[src/rtl/dl_slot_pkg.sv]
package dl_slot_pkg;
  // strobes passed from control to datapath
  typedef struct packed {
    logic capture;  // forward the bit sampled this cycle
  } ctlStrobe_t;
endpackage

[src/rtl/dl_slot_ctrl.sv]
module dl_slot_ctrl
  import dl_slot_pkg::*;
#(
  parameter int SLOT_BITS = 8,
  parameter int E1_SLOTS  = 32,
  parameter int T1_SLOTS  = 24
) (
  input  logic                            clk,
  input  logic                            rstN,
  input  logic                            bitTick,
  input  logic                            frameSync,
  input  logic                            cfgT1,
  input  logic                            cfgEven,
  input  logic                            cfgOdd,
  input  logic                            cfgEnable,
  input  logic [$clog2(E1_SLOTS)-1:0]     cfgSlot,
  input  logic [SLOT_BITS-1:0]            cfgMask,
  output ctlStrobe_t                      strobe
);
  localparam int SLOT_W  = $clog2(E1_SLOTS);
  localparam int BIT_W   = $clog2(SLOT_BITS);
  localparam int E1_LEN  = E1_SLOTS * SLOT_BITS;
  localparam int T1_LEN  = T1_SLOTS * SLOT_BITS + 1;
  localparam int POS_W   = $clog2(E1_LEN + 1);
  localparam int SIDX_W  = POS_W - BIT_W;

  logic [POS_W-1:0]  posCnt, curPos, dataPos, frameLen;
  logic              oddReg, alignedReg, curOdd, curAligned, syncNow;
  logic              shT1, shEven, shOdd, shEn;
  logic [SLOT_W-1:0] shSlot;
  logic [SLOT_BITS-1:0] shMask;
  logic              effT1, effEven, effOdd, effEn;
  logic [SLOT_W-1:0] effSlot;
  logic [SLOT_BITS-1:0] effMask;
  logic [SIDX_W-1:0] slotIdx;
  logic [BIT_W-1:0]  bitNum;
  logic              inFrame, slotLegal, slotHit, maskHit, parityOk;

  assign syncNow = bitTick & frameSync;

  // settings in force for this bit: fresh ones on the sync bit itself
  always_comb begin
    effT1   = syncNow ? cfgT1     : shT1;
    effEven = syncNow ? cfgEven   : shEven;
    effOdd  = syncNow ? cfgOdd    : shOdd;
    effEn   = syncNow ? cfgEnable : shEn;
    effSlot = syncNow ? cfgSlot   : shSlot;
    effMask = syncNow ? cfgMask   : shMask;
  end

  always_comb begin
    frameLen   = effT1 ? POS_W'(T1_LEN) : POS_W'(E1_LEN);
    curPos     = syncNow ? '0 : posCnt;
    curOdd     = syncNow ? ~oddReg : oddReg;
    curAligned = syncNow | alignedReg;
    inFrame    = (curPos < frameLen) && !(effT1 && curPos == '0);
    dataPos    = effT1 ? curPos - POS_W'(1) : curPos;
    slotIdx    = dataPos[POS_W-1:BIT_W];
    bitNum     = BIT_W'(SLOT_BITS - 1) - dataPos[BIT_W-1:0];
    slotLegal  = effT1 ? (int'(effSlot) < T1_SLOTS) : (int'(effSlot) < E1_SLOTS);
    slotHit    = (slotIdx == SIDX_W'(effSlot));
    maskHit    = effMask[bitNum];
    parityOk   = curOdd ? effOdd : effEven;
    strobe.capture = bitTick & curAligned & effEn & parityOk & inFrame
                   & slotLegal & slotHit & maskHit;
  end

  always_ff @(posedge clk) begin
    if (!rstN) begin
      posCnt     <= '0;
      oddReg     <= 1'b0;
      alignedReg <= 1'b0;
      shT1       <= 1'b0;
      shEven     <= 1'b0;
      shOdd      <= 1'b0;
      shEn       <= 1'b0;
      shSlot     <= '0;
      shMask     <= '0;
    end else if (bitTick) begin
      posCnt     <= (curPos < frameLen) ? curPos + POS_W'(1) : frameLen;
      oddReg     <= curOdd;
      alignedReg <= curAligned;
      if (syncNow) begin
        shT1   <= cfgT1;
        shEven <= cfgEven;
        shOdd  <= cfgOdd;
        shEn   <= cfgEnable;
        shSlot <= cfgSlot;
        shMask <= cfgMask;
      end
    end
  end
endmodule

[src/rtl/dl_slot_dpath.sv]
module dl_slot_dpath
  import dl_slot_pkg::*;
(
  input  logic       clk,
  input  logic       rstN,
  input  logic       serData,
  input  ctlStrobe_t strobe,
  output logic       linkData,
  output logic       linkValid
);
  always_ff @(posedge clk) begin
    if (!rstN) begin
      linkData  <= 1'b0;
      linkValid <= 1'b0;
    end else begin
      linkValid <= strobe.capture;
      if (strobe.capture) linkData <= serData;
    end
  end
endmodule

[src/rtl/dl_slot_extract.sv]
module dl_slot_extract
  import dl_slot_pkg::*;
#(
  parameter int SLOT_BITS = 8,
  parameter int E1_SLOTS  = 32,
  parameter int T1_SLOTS  = 24
) (
  input  logic                        clk,
  input  logic                        rstN,
  input  logic                        bitTick,
  input  logic                        frameSync,
  input  logic                        serData,
  input  logic                        cfgT1,
  input  logic                        cfgEven,
  input  logic                        cfgOdd,
  input  logic                        cfgEnable,
  input  logic [$clog2(E1_SLOTS)-1:0] cfgSlot,
  input  logic [SLOT_BITS-1:0]        cfgMask,
  output logic                        linkData,
  output logic                        linkValid
);
  ctlStrobe_t strobe;

  dl_slot_ctrl #(
    .SLOT_BITS(SLOT_BITS), .E1_SLOTS(E1_SLOTS), .T1_SLOTS(T1_SLOTS)
  ) u_ctrl (
    .clk(clk), .rstN(rstN), .bitTick(bitTick), .frameSync(frameSync),
    .cfgT1(cfgT1), .cfgEven(cfgEven), .cfgOdd(cfgOdd),
    .cfgEnable(cfgEnable), .cfgSlot(cfgSlot), .cfgMask(cfgMask),
    .strobe(strobe)
  );

  dl_slot_dpath u_dpath (
    .clk(clk), .rstN(rstN), .serData(serData), .strobe(strobe),
    .linkData(linkData), .linkValid(linkValid)
  );
endmodule

[config.mk]
export PLATFORM = sky130hd
export DESIGN_NAME = dl_slot_extract
export DESIGN_NICKNAME = d
export VERILOG_FILES = /design/src/rtl/dl_slot_pkg.sv /design/src/rtl/dl_slot_ctrl.sv /design/src/rtl/dl_slot_dpath.sv /design/src/rtl/dl_slot_extract.sv
export SDC_FILE = /design/constraint.sdc
export NUM_CORES = 1
export LEC_CHECK = 0
export BUFFER_PORTS_ARGS = -buffer_cell sky130_fd_sc_hd__buf_2
export CAP_MARGIN = 20
export CELL_PAD_IN_SITES_DETAIL_PLACEMENT = 1
export CELL_PAD_IN_SITES_GLOBAL_PLACEMENT = 2
export CORE_AREA = 2 2 67 101
export CTS_CLUSTER_SIZE = 12
export DETAILED_ROUTE_END_ITERATION = 6
export DIE_AREA = 0 0 69 103
export PLACE_DENSITY = 0.81
export SLEW_MARGIN = 20
export SYNTH_ARGS = -nofsm -noshare
export SYNTH_HDL_FRONTEND = slang
export SYNTH_SLANG_ARGS = --single-unit
[constraint.sdc]
create_clock -name clk -period 3.05 [get_ports clk]
set_input_delay 0.61 -clock clk [delete_from_list [all_inputs] [get_ports clk]]
set_output_delay 0.61 -clock clk [all_outputs]
set_load 0.005 [all_outputs]
== Word level (Yosys, flattened, before mapping) ==
Cells that the tools add are included.

* Register bits after elaboration: 30
* Input bits: 22
* Output and inout bits: 2
* Word-level logic and storage cells: 47

* Add/sub/neg operators: 3
* Magnitude comparators: 3
* Eq/ne operators: 1
* Muxes and demuxes: 15
* Bitwise operators: 10
* Reduce and logical (&&, ||, !) cells: 4

{| class="wikitable"
|+ Operator list
! cell !! count
|-
| $mux 9 || 4
|-
| $add 9x1->9 const B || 1
|-
| $logic_not 9->1 || 1
|-
| $lt 9x9->1 || 1
|-
| $sub 9x1->9 const B || 1
|-
| $and 1x1->1 || 8
|-
| $mux 1 || 8
|-
| $mux 8 || 1
|-
| $eq 6x5->1 || 1
|-
| $lt 5x5->1 const B || 1
|-
| $mux 5 || 1
|-
| $lt 3x4->1 const B || 1
|-
| $bmux 1 s3 || 1
|-
| $sub 3x3->3 const A || 1
|-
| $logic_and 1x1->1 || 2
|-
| $logic_not 1->1 || 1
|-
| $not 1->1 || 1
|-
| $or 1x1->1 || 1
|}

== Longest topological paths before layout ==
Gate-level depths: netlist of the first run.

* Word-level depth: 10
* Mapped depth: 13

== By module ==
A second synthesis of the first run with hierarchy kept.

* Cells, all modules: 236
* Area total of the unflattened synthesis: 1,954.4 µm²

{| class="wikitable"
|+ Modules (own cells, without submodules)
! module !! times used !! cells each !! area each (µm²) !! sequential area each (µm²)
|-
| dl_slot_ctrl || 1 || 231 || 1,890.6 || 560.5
|-
| dl_slot_dpath || 1 || 5 || 63.8 || 40.0
|}

== Least setup slack after synthesis of the first run ==
OpenSTA, ideal clock, no wires.

* Kind: input -> register
* Start point: in frameSync
* End point: reg u_ctrl.posCnt[5]
* Arrival: 2.799 ns
* Data required time: 2.922 ns
* Setup slack: 0.123 ns
* Cell stages on the path: 13
* Path through: nand2_1 -> clkbuf_1 -> buf_1 -> nand2_1 -> ha_1 -> inv_1 -> o41ai_2 -> o41ai_1 -> or3_1 -> buf_2 -> o21ai_0 -> a21oi_1 -> nor2_1

* Longest elaborated chain between the ends: 5
* Elaborated cells between the ends (all ways): 7
* Classes of those cells: 1 x add/sub; 1 x order compare; 4 x mux; 1 x bitwise

{| class="wikitable"
|+ Ends and longest elaborated chain
! what !! line !! text
|-
| start: declaration || dl_slot_extract.sv:11 || <nowiki>input logic frameSync,</nowiki>
|-
| $and 1x1->1 * || dl_slot_ctrl.sv:39 || <nowiki>assign syncNow = bitTick & frameSync;</nowiki>
|-
| $mux 1 || dl_slot_ctrl.sv:43 || <nowiki>effT1 = syncNow ? cfgT1 : shT1;</nowiki>
|-
| $mux 9 || dl_slot_ctrl.sv:52 || <nowiki>frameLen = effT1 ? POS_W'(T1_LEN) : POS_W'(E1_LEN);</nowiki>
|-
| $lt 9x9->1 || dl_slot_ctrl.sv:80 || <nowiki>posCnt <= (curPos < frameLen) ? curPos + POS_W'(1) : frameLen;</nowiki>
|-
| $mux 9 * || dl_slot_ctrl.sv:80 ||
|-
| end signal: assignment || dl_slot_ctrl.sv:80 ||
|-
| end: declaration || dl_slot_ctrl.sv:27 || <nowiki>logic [POS_W-1:0] posCnt, curPos, dataPos, frameLen;</nowiki>
|}

Every way passes the cells marked *; elsewhere a longest branch is shown, timed or not.
A chain may end at the register's enable or synchronous reset.

== Final worst setup path of the first run ==
* Start point: in cfgT1
* End point: reg u_ctrl.posCnt[5]

* Longest elaborated chain between the ends: 4

{| class="wikitable"
|+ Ends and longest elaborated chain
! what !! line !! text
|-
| start: declaration || dl_slot_extract.sv:13 || <nowiki>input logic cfgT1,</nowiki>
|-
| $mux 1 || dl_slot_ctrl.sv:43 ||
|-
| net u_ctrl.effT1 || dl_slot_ctrl.sv:32 || <nowiki>logic effT1, effEven, effOdd, effEn;</nowiki>
|-
| $mux 9 || dl_slot_ctrl.sv:52 ||
|-
| $lt 9x9->1 || dl_slot_ctrl.sv:80 ||
|-
| $mux 9 || dl_slot_ctrl.sv:80 ||
|}

The timed path passes the listed nets, and every way through them passes these cells.

==> results of run 1 <==
==> flip-flops by register name, summed over array words and instances, names as in the netlist <==
register	cells
u_ctrl.shMask	8
u_ctrl.oddReg	1
u_ctrl.shSlot	5
u_ctrl.shT1	1
u_ctrl.shEven	1
u_ctrl.shEn	1
u_ctrl.alignedReg	1
u_dpath.linkValid	1
u_dpath.linkData	1
u_ctrl.shOdd	1
u_ctrl.posCnt	9
==> worst max-delay path by stage <==
stage               startpoint                       endpoint  slack, ns
CTS                      cfgT1  u_ctrl.posCnt[5]$_SDFFE_PN0P_       0.37
global placement         cfgT1  u_ctrl.posCnt[5]$_SDFFE_PN0P_       0.21
floorplan            frameSync  u_ctrl.posCnt[5]$_SDFFE_PN0P_       0.12
global route             cfgT1  u_ctrl.posCnt[5]$_SDFFE_PN0P_       0.09
detailed placement       cfgT1  u_ctrl.posCnt[5]$_SDFFE_PN0P_       0.07
finish                   cfgT1  u_ctrl.posCnt[5]$_SDFFE_PN0P_       0.35
==> power by group <==
part           switching [uW]  total (uW)  internal [uW]  leakage, uW
Clock                     161         343            182    0.0000482
Combinational            94.8         175           80.4     0.000586
Sequential               16.3         424            408     0.000245
Total                     272         943            670     0.000879
==> cell families after synthesis <==
group           after synthesis  synth area share
compound gates               48             0.169
xor+xnor                     11            0.0530
fa+ha+maj                     3            0.0207
buf+inv                      24            0.0627
flops                        30             0.331
mux                          21             0.117
simple gates                 89             0.247
==> Yosys cell counts, types with 2 or more instances <==
cell | count | area (um^2)
xor2_1 | 3 | 26.3
a21oi_1 | 21 | 105
nor3_1 | 2 | 10.0
xnor2_1 | 8 | 70.1
inv_1 | 5 | 18.8
nand2b_1 | 3 | 18.8
and2_1 | 4 | 25.0
o21ai_0 | 9 | 45.0
nand2_1 | 27 | 101
ha_1 | 3 | 37.5
nand3_1 | 6 | 30.0
buf_1 | 2 | 7.51
nor3b_1 | 3 | 22.5
a211oi_1 | 4 | 30.0
buf_4 | 3 | 22.5
nor2_1 | 26 | 97.6
and3_1 | 5 | 31.3
or4_1 | 2 | 15.0
nor4bb_1 | 2 | 20.0
o41ai_1 | 3 | 26.3
buf_2 | 4 | 20.0
clkbuf_1 | 8 | 30.0
mux2_2 | 2 | 22.5
or3_1 | 2 | 12.5
dfxtp_1 | 30 | 601
mux2i_1 | 19 | 190
==> worst max-delay path, cell delays in order <==
cell	delay (ns)
buf_2	0.10
and3_1	0.19
a21oi_1	0.17
inv_1	0.12
ha_1	0.33
o41ai_2	0.07
o41ai_1	0.58
or3_1	0.35
o21ai_0	0.13
a21oi_1	0.15
nor2_1	0.05
==> per-layer routing <==
layer | up-vias | global-route usage | part of all wire | wire, um
met5 | - | 0 | 0 | 0
met2 | 24 | 0.287 | 0.54 | 2740
li1 | 835 | - | - | -
met1 | 803 | 0.153 | 0.39 | 1980
met3 | 13 | 0.0254 | 0.022 | 109
met4 | 0 | 0.0965 | 0.039 | 198
==> through the flow <==
| stage | cell area (um^2) | hold slack (ns) | util |
|---|---|---|---|
| after floorplan | 1820 | 0.432 | - |
| after global placement | 2030 | 0.440 | 0.322 |
| after detailed placement | 2030 | 0.448 | 0.322 |
| after CTS | 2120 | 0.460 | 0.337 |
| after global routing | 2120 | 0.486 | 0.337 |
| final | 2120 | 0.456 | 0.337 |
==> cell type report <==
cell class / count / share of cell area
clock buffers: 7 / 0.0406
clock inverters: 1 / 0.00236
inverters: 6 / 0.0106
multi-input cells: 172 / 0.519
flip-flops and latches: 30 / 0.283
well taps: 76 / 0.0448
repair buffers: 36 / 0.100
==> impl_metrics.env, run 1 <==
export IMPL_status="complete, no violations"
export IMPL_areaGrowthSynthToFinish_pct=16.9
export IMPL_post_route_period_util=0.886
export IMPL_insertedDiodeCount=0
export IMPL_die_area_um2=7110
export IMPL_crit_type="input pin to flop"
export IMPL_grt_max_degree=29
export IMPL_clk_pin_slew_worst_paths_ns=0.07
export IMPL_hold_depth=2
export IMPL_wire_per_inst_um=15.3
export IMPL_syn_area_per_cell_um2=8.04
export IMPL_core_area_um2=6310
export IMPL_crit_arrival_ns=2.86
export IMPL_worstMarginPinSlew_ns=0.557
export IMPL_place_congestion=0.876
export IMPL_cts_buffer_depth=2
export IMPL_first_global_vias=1715
export IMPL_nFillCells=792
export IMPL_finalSetupTns_ns=0
export IMPL_multi_input_area_um2=1100
export IMPL_skew_ns=0.00247
export IMPL_hold_path_startpoint="u_ctrl.shEven$_SDFFE_PN0P_"
export IMPL_whs_endpoint="u_ctrl.shEven$_SDFFE_PN0P_"
export IMPL_postCtsSetupBuffers=0
export IMPL_die_y_um=103
export IMPL_vias_per_cell=5.11
export IMPL_hold_violations=0
export IMPL_row_count=36
export IMPL_synth_edf_count=0
export IMPL_antenna_found_initial=0
export IMPL_irDropWorstVdd_v=0.000294
export IMPL_grt_usage=0.151
export IMPL_layout_drive_gt1_share=0.206
export IMPL_vias=1675
export IMPL_synthArstFlopShare=0
export IMPL_grt_overflow_total=0
export IMPL_netlist_cell_type_count=46
export IMPL_maxCapViolations=0
export IMPL_drcViolationCount=0
export IMPL_dp_cells=320
export IMPL_period_needed_ns=2.70
export IMPL_die_x_um=69
export IMPL_ant_nets=0
export IMPL_ctsResizeCount=0
export IMPL_synth_nets=251
export IMPL_required_ns=3.21
export IMPL_r2r_start="u_ctrl.shT1$_SDFFE_PN0P_"
export IMPL_cp_start_kind="input pin"
export IMPL_cts_root_buffer="clkbuf_8"
export IMPL_fin_ws_ns=0.348
export IMPL_synth_area_um2=1820
export IMPL_r2r_cells=10
export IMPL_hpwlAfterDp_um=3750
export IMPL_dr_pass1_iters=4
export IMPL_final_cell_mix="dfxtp_1, nand2_1, nor2_1"
export IMPL_fmax_ghz=0.370
export IMPL_yosysSeqAreaShare=0.331
export IMPL_final_common_cell="dfxtp_1"
export IMPL_setup_viol=0
export IMPL_yosys_warnings=0
export IMPL_r2r_end="u_ctrl.posCnt[5]$_SDFFE_PN0P_"
export IMPL_clk_latency_ns=0.29
export IMPL_clock_sinks=30
export IMPL_ys_ff_latch=30
export IMPL_synthFlopType="dfxtp_1"
export IMPL_portBuffers=23
export IMPL_tritoncts="yes"
export IMPL_regArea_um2=601
export IMPL_hold_path_class="flop to flop"
export IMPL_powerDensity_nw_per_um2=444
export IMPL_num_nets_final=276
export IMPL_power_leakage_uw=0.000879
export IMPL_slew_headroom=0.624
export IMPL_slew_viol_final=0
export IMPL_cts_buffers=5
export IMPL_rsz0062_at_grt="no"
export IMPL_r2r_setup_slack_ns=0.43
export IMPL_start_util=0.288
export IMPL_htreeDepth=2
export IMPL_cp_end_kind="flop"
export IMPL_place_ws_ns=0.0667
export IMPL_wirelength_um=5030
export IMPL_grt_pass1_wl_um=8440
export IMPL_final_cells=328
export IMPL_synthCells=226
export IMPL_cp_max_fo=9
export IMPL_io_pins=24
export IMPL_hold_buffers=0
export IMPL_power_uw=943
export IMPL_dr_first_iter_drc_count=29
(Power assumes the default switching activity.)
==> run 2: changes to the inputs <==
- GPL_TIMING_DRIVEN: not set -> 0
==> impl_metrics.env, run 2 (same netlist as run 1, synthesis figures left out) <==
export IMPL_status="complete, no violations"
export IMPL_hold_violations=0
export IMPL_cts_root_buffer="clkbuf_8"
export IMPL_hold_buffers=0
export IMPL_grt_pass1_wl_um=8540
export IMPL_fmax_ghz=0.354
export IMPL_post_route_period_util=0.927
export IMPL_tritoncts="yes"
export IMPL_hold_path_class="flop to flop"
export IMPL_htreeDepth=2
export IMPL_cts_buffers=5
export IMPL_crit_path_top_delay_cell="or3_1"
export IMPL_power_leakage_uw=0.000883
export IMPL_p_int_uw=668
export IMPL_crit_arrival_ns=3.05
export IMPL_setup_viol=0
export IMPL_crit_path_max_incr_delay_ns=0.34
export IMPL_clkPwrFrac=0.364
export IMPL_clk_pin_slew_worst_paths_ns=0.07
export IMPL_grt_usage=0.156
export IMPL_p_sw_uw=274
export IMPL_areaGrowthSynthToFinish_pct=18.0
export IMPL_place_congestion=0.810
export IMPL_antenna_found_initial=0
export IMPL_worstPathCellList="clkbuf_4 > nand2_2 > buf_4 > clkbuf_4 > nand2_2 > ha_1 > inv_1 > o41ai_2 > o41ai_2 > or3_1 > buf_2 > nor4bb_1 > a21oi_1 > nor2_1"
export IMPL_switching_share=0.291
export IMPL_die_area_um2=7110
export IMPL_skew_ns=0.00243
export IMPL_p_seq_frac=0.442
export IMPL_final_cell_mix="dfxtp_1, nor2_1, buf_2, nand2_1, a21oi_1"
export IMPL_final_core_util=0.340
export IMPL_die_x_um=69
export IMPL_combinationalPowerShare=0.194
export IMPL_largest_register_ffs=9
export IMPL_hpwlAfterDp_um=3970
export IMPL_regMostFlops="u_ctrl.posCnt"
export IMPL_wire_per_inst_um=15.5
export IMPL_slew_headroom=0.661
export IMPL_vias=1697
export IMPL_fin_ws_ns=0.222
export IMPL_worstMarginPinSlew_ns=0.509
export IMPL_irDropWorstVdd_v=0.000196
export IMPL_portBuffers=22
export IMPL_finalSetupTns_ns=0
export IMPL_first_global_vias=1691
export IMPL_cp_start_kind="input pin"
export IMPL_die_y_um=103
export IMPL_ant_nets=0
export IMPL_final_cells=332
export IMPL_top_regs="u_ctrl.posCnt (9), u_ctrl.shMask (8), u_ctrl.shSlot (5)"
export IMPL_final_common_cell="dfxtp_1"
export IMPL_grt_max_degree=11
export IMPL_crit_type="input pin to flop"
export IMPL_dp_cells=324
export IMPL_required_ns=3.28
export IMPL_num_nets_final=280
export IMPL_io_pins=24
export IMPL_dr_pass1_iters=4
export IMPL_rsz0062_at_grt="no"
export IMPL_clk_latency_ns=0.29
export IMPL_clock_sinks=30
export IMPL_drcViolationCount=0
export IMPL_cts_buffer_depth=2
export IMPL_cp_end_kind="flop"
export IMPL_maxCapViolations=0
export IMPL_powerDensity_nw_per_um2=439
export IMPL_dr_first_iter_drc_count=21
export IMPL_layout_drive_gt1_share=0.215
export IMPL_grt_overflow_total=0
export IMPL_crit_family="simple AND/OR/NAND/NOR gates"
export IMPL_cp_max_fo=10
export IMPL_period_needed_ns=2.83
export IMPL_slew_viol_final=0
export IMPL_insertedDiodeCount=0
export IMPL_row_count=36
export IMPL_place_ws_ns=-0.794
export IMPL_vias_per_cell=5.11
export IMPL_wirelength_um=5150
export IMPL_core_area_um2=6310
export IMPL_start_util=0.288
export IMPL_critPathBufInv=5
run 2: stage by stage:
stage | instance area (um^2) | hold slack [ns] | total power [uW]
6_report | 2140 | 0.458 | 942
5_1_grt | 2140 | 0.477 | 990
4_1_cts | 2130 | 0.458 | 956
3_5_place_dp | 2020 | 0.447 | 603
3_3_place_gp | 2020 | 0.440 | 601
2_1_floorplan | 1820 | 0.432 | 549
run 2: worst reg2reg max path: cells and delay by family (launching register included):
| kind | cells | cell delay [ns] |
|---|---|---|
| flops | 1 | 0.31 |
| buf+inv | 1 | 0.24 |
| compound gates | 3 | 0.52 |
| xor+xnor | 1 | 0.19 |
| simple gates | 2 | 1.18 |
| mux | 1 | 0.22 |
run 2: power by group through the flow:
stage                     logic [uW]  registers (uW)  clock network, uW
after floorplan                  126             423                  0
after detailed placement         178             426                  0
final                            183             416                343
after global placement           176             425                  0
after CTS                        184             417                355
after global routing             206             418                366
run 2: worst paths after layout:
| path | from | to | slack [ns] | cells past startpoint |
|---|---|---|---|---|
| setup / recovery | frameSync | u_ctrl.posCnt[5]$_SDFFE_PN0P_ | 0.22 | 14 |
| hold / removal | u_ctrl.shOdd$_SDFFE_PN0P_ | u_ctrl.shOdd$_SDFFE_PN0P_ | 0.46 | 2 |
| setup reg to reg | u_ctrl.posCnt[0]$_SDFFE_PN0P_ | u_dpath.linkData$_SDFFE_PN0P_ | 0.33 | 8 |
| hold reg to reg | u_ctrl.shOdd$_SDFFE_PN0P_ | u_ctrl.shOdd$_SDFFE_PN0P_ | 0.46 | 2 |
run 2: per-layer routing:
layer  global-route usage  share of wire
met5                    0              0
met4               0.0709          0.020
met3               0.0235          0.022
met2                0.297           0.55
met1                0.169           0.40
run 2: repair_timing:
action,in CTS,in global routing
resized for setup,5,8
endpoints found under the setup margin,11,9
hold endpoints to repair,0,0
pin swaps,0,2
setup buffers,1,0
run 2: cell type report:
type / count / area [um^2]
buffer: 17 / 96.3
clock buffer: 7 / 86.3
clock inverter: 1 / 5.00
fill: 790 / 4160
inverter: 6 / 22.5
multi-input combinational: 172 / 1120
sequential: 30 / 601
tap: 76 / 95.1
timing repair buffer: 23 / 120
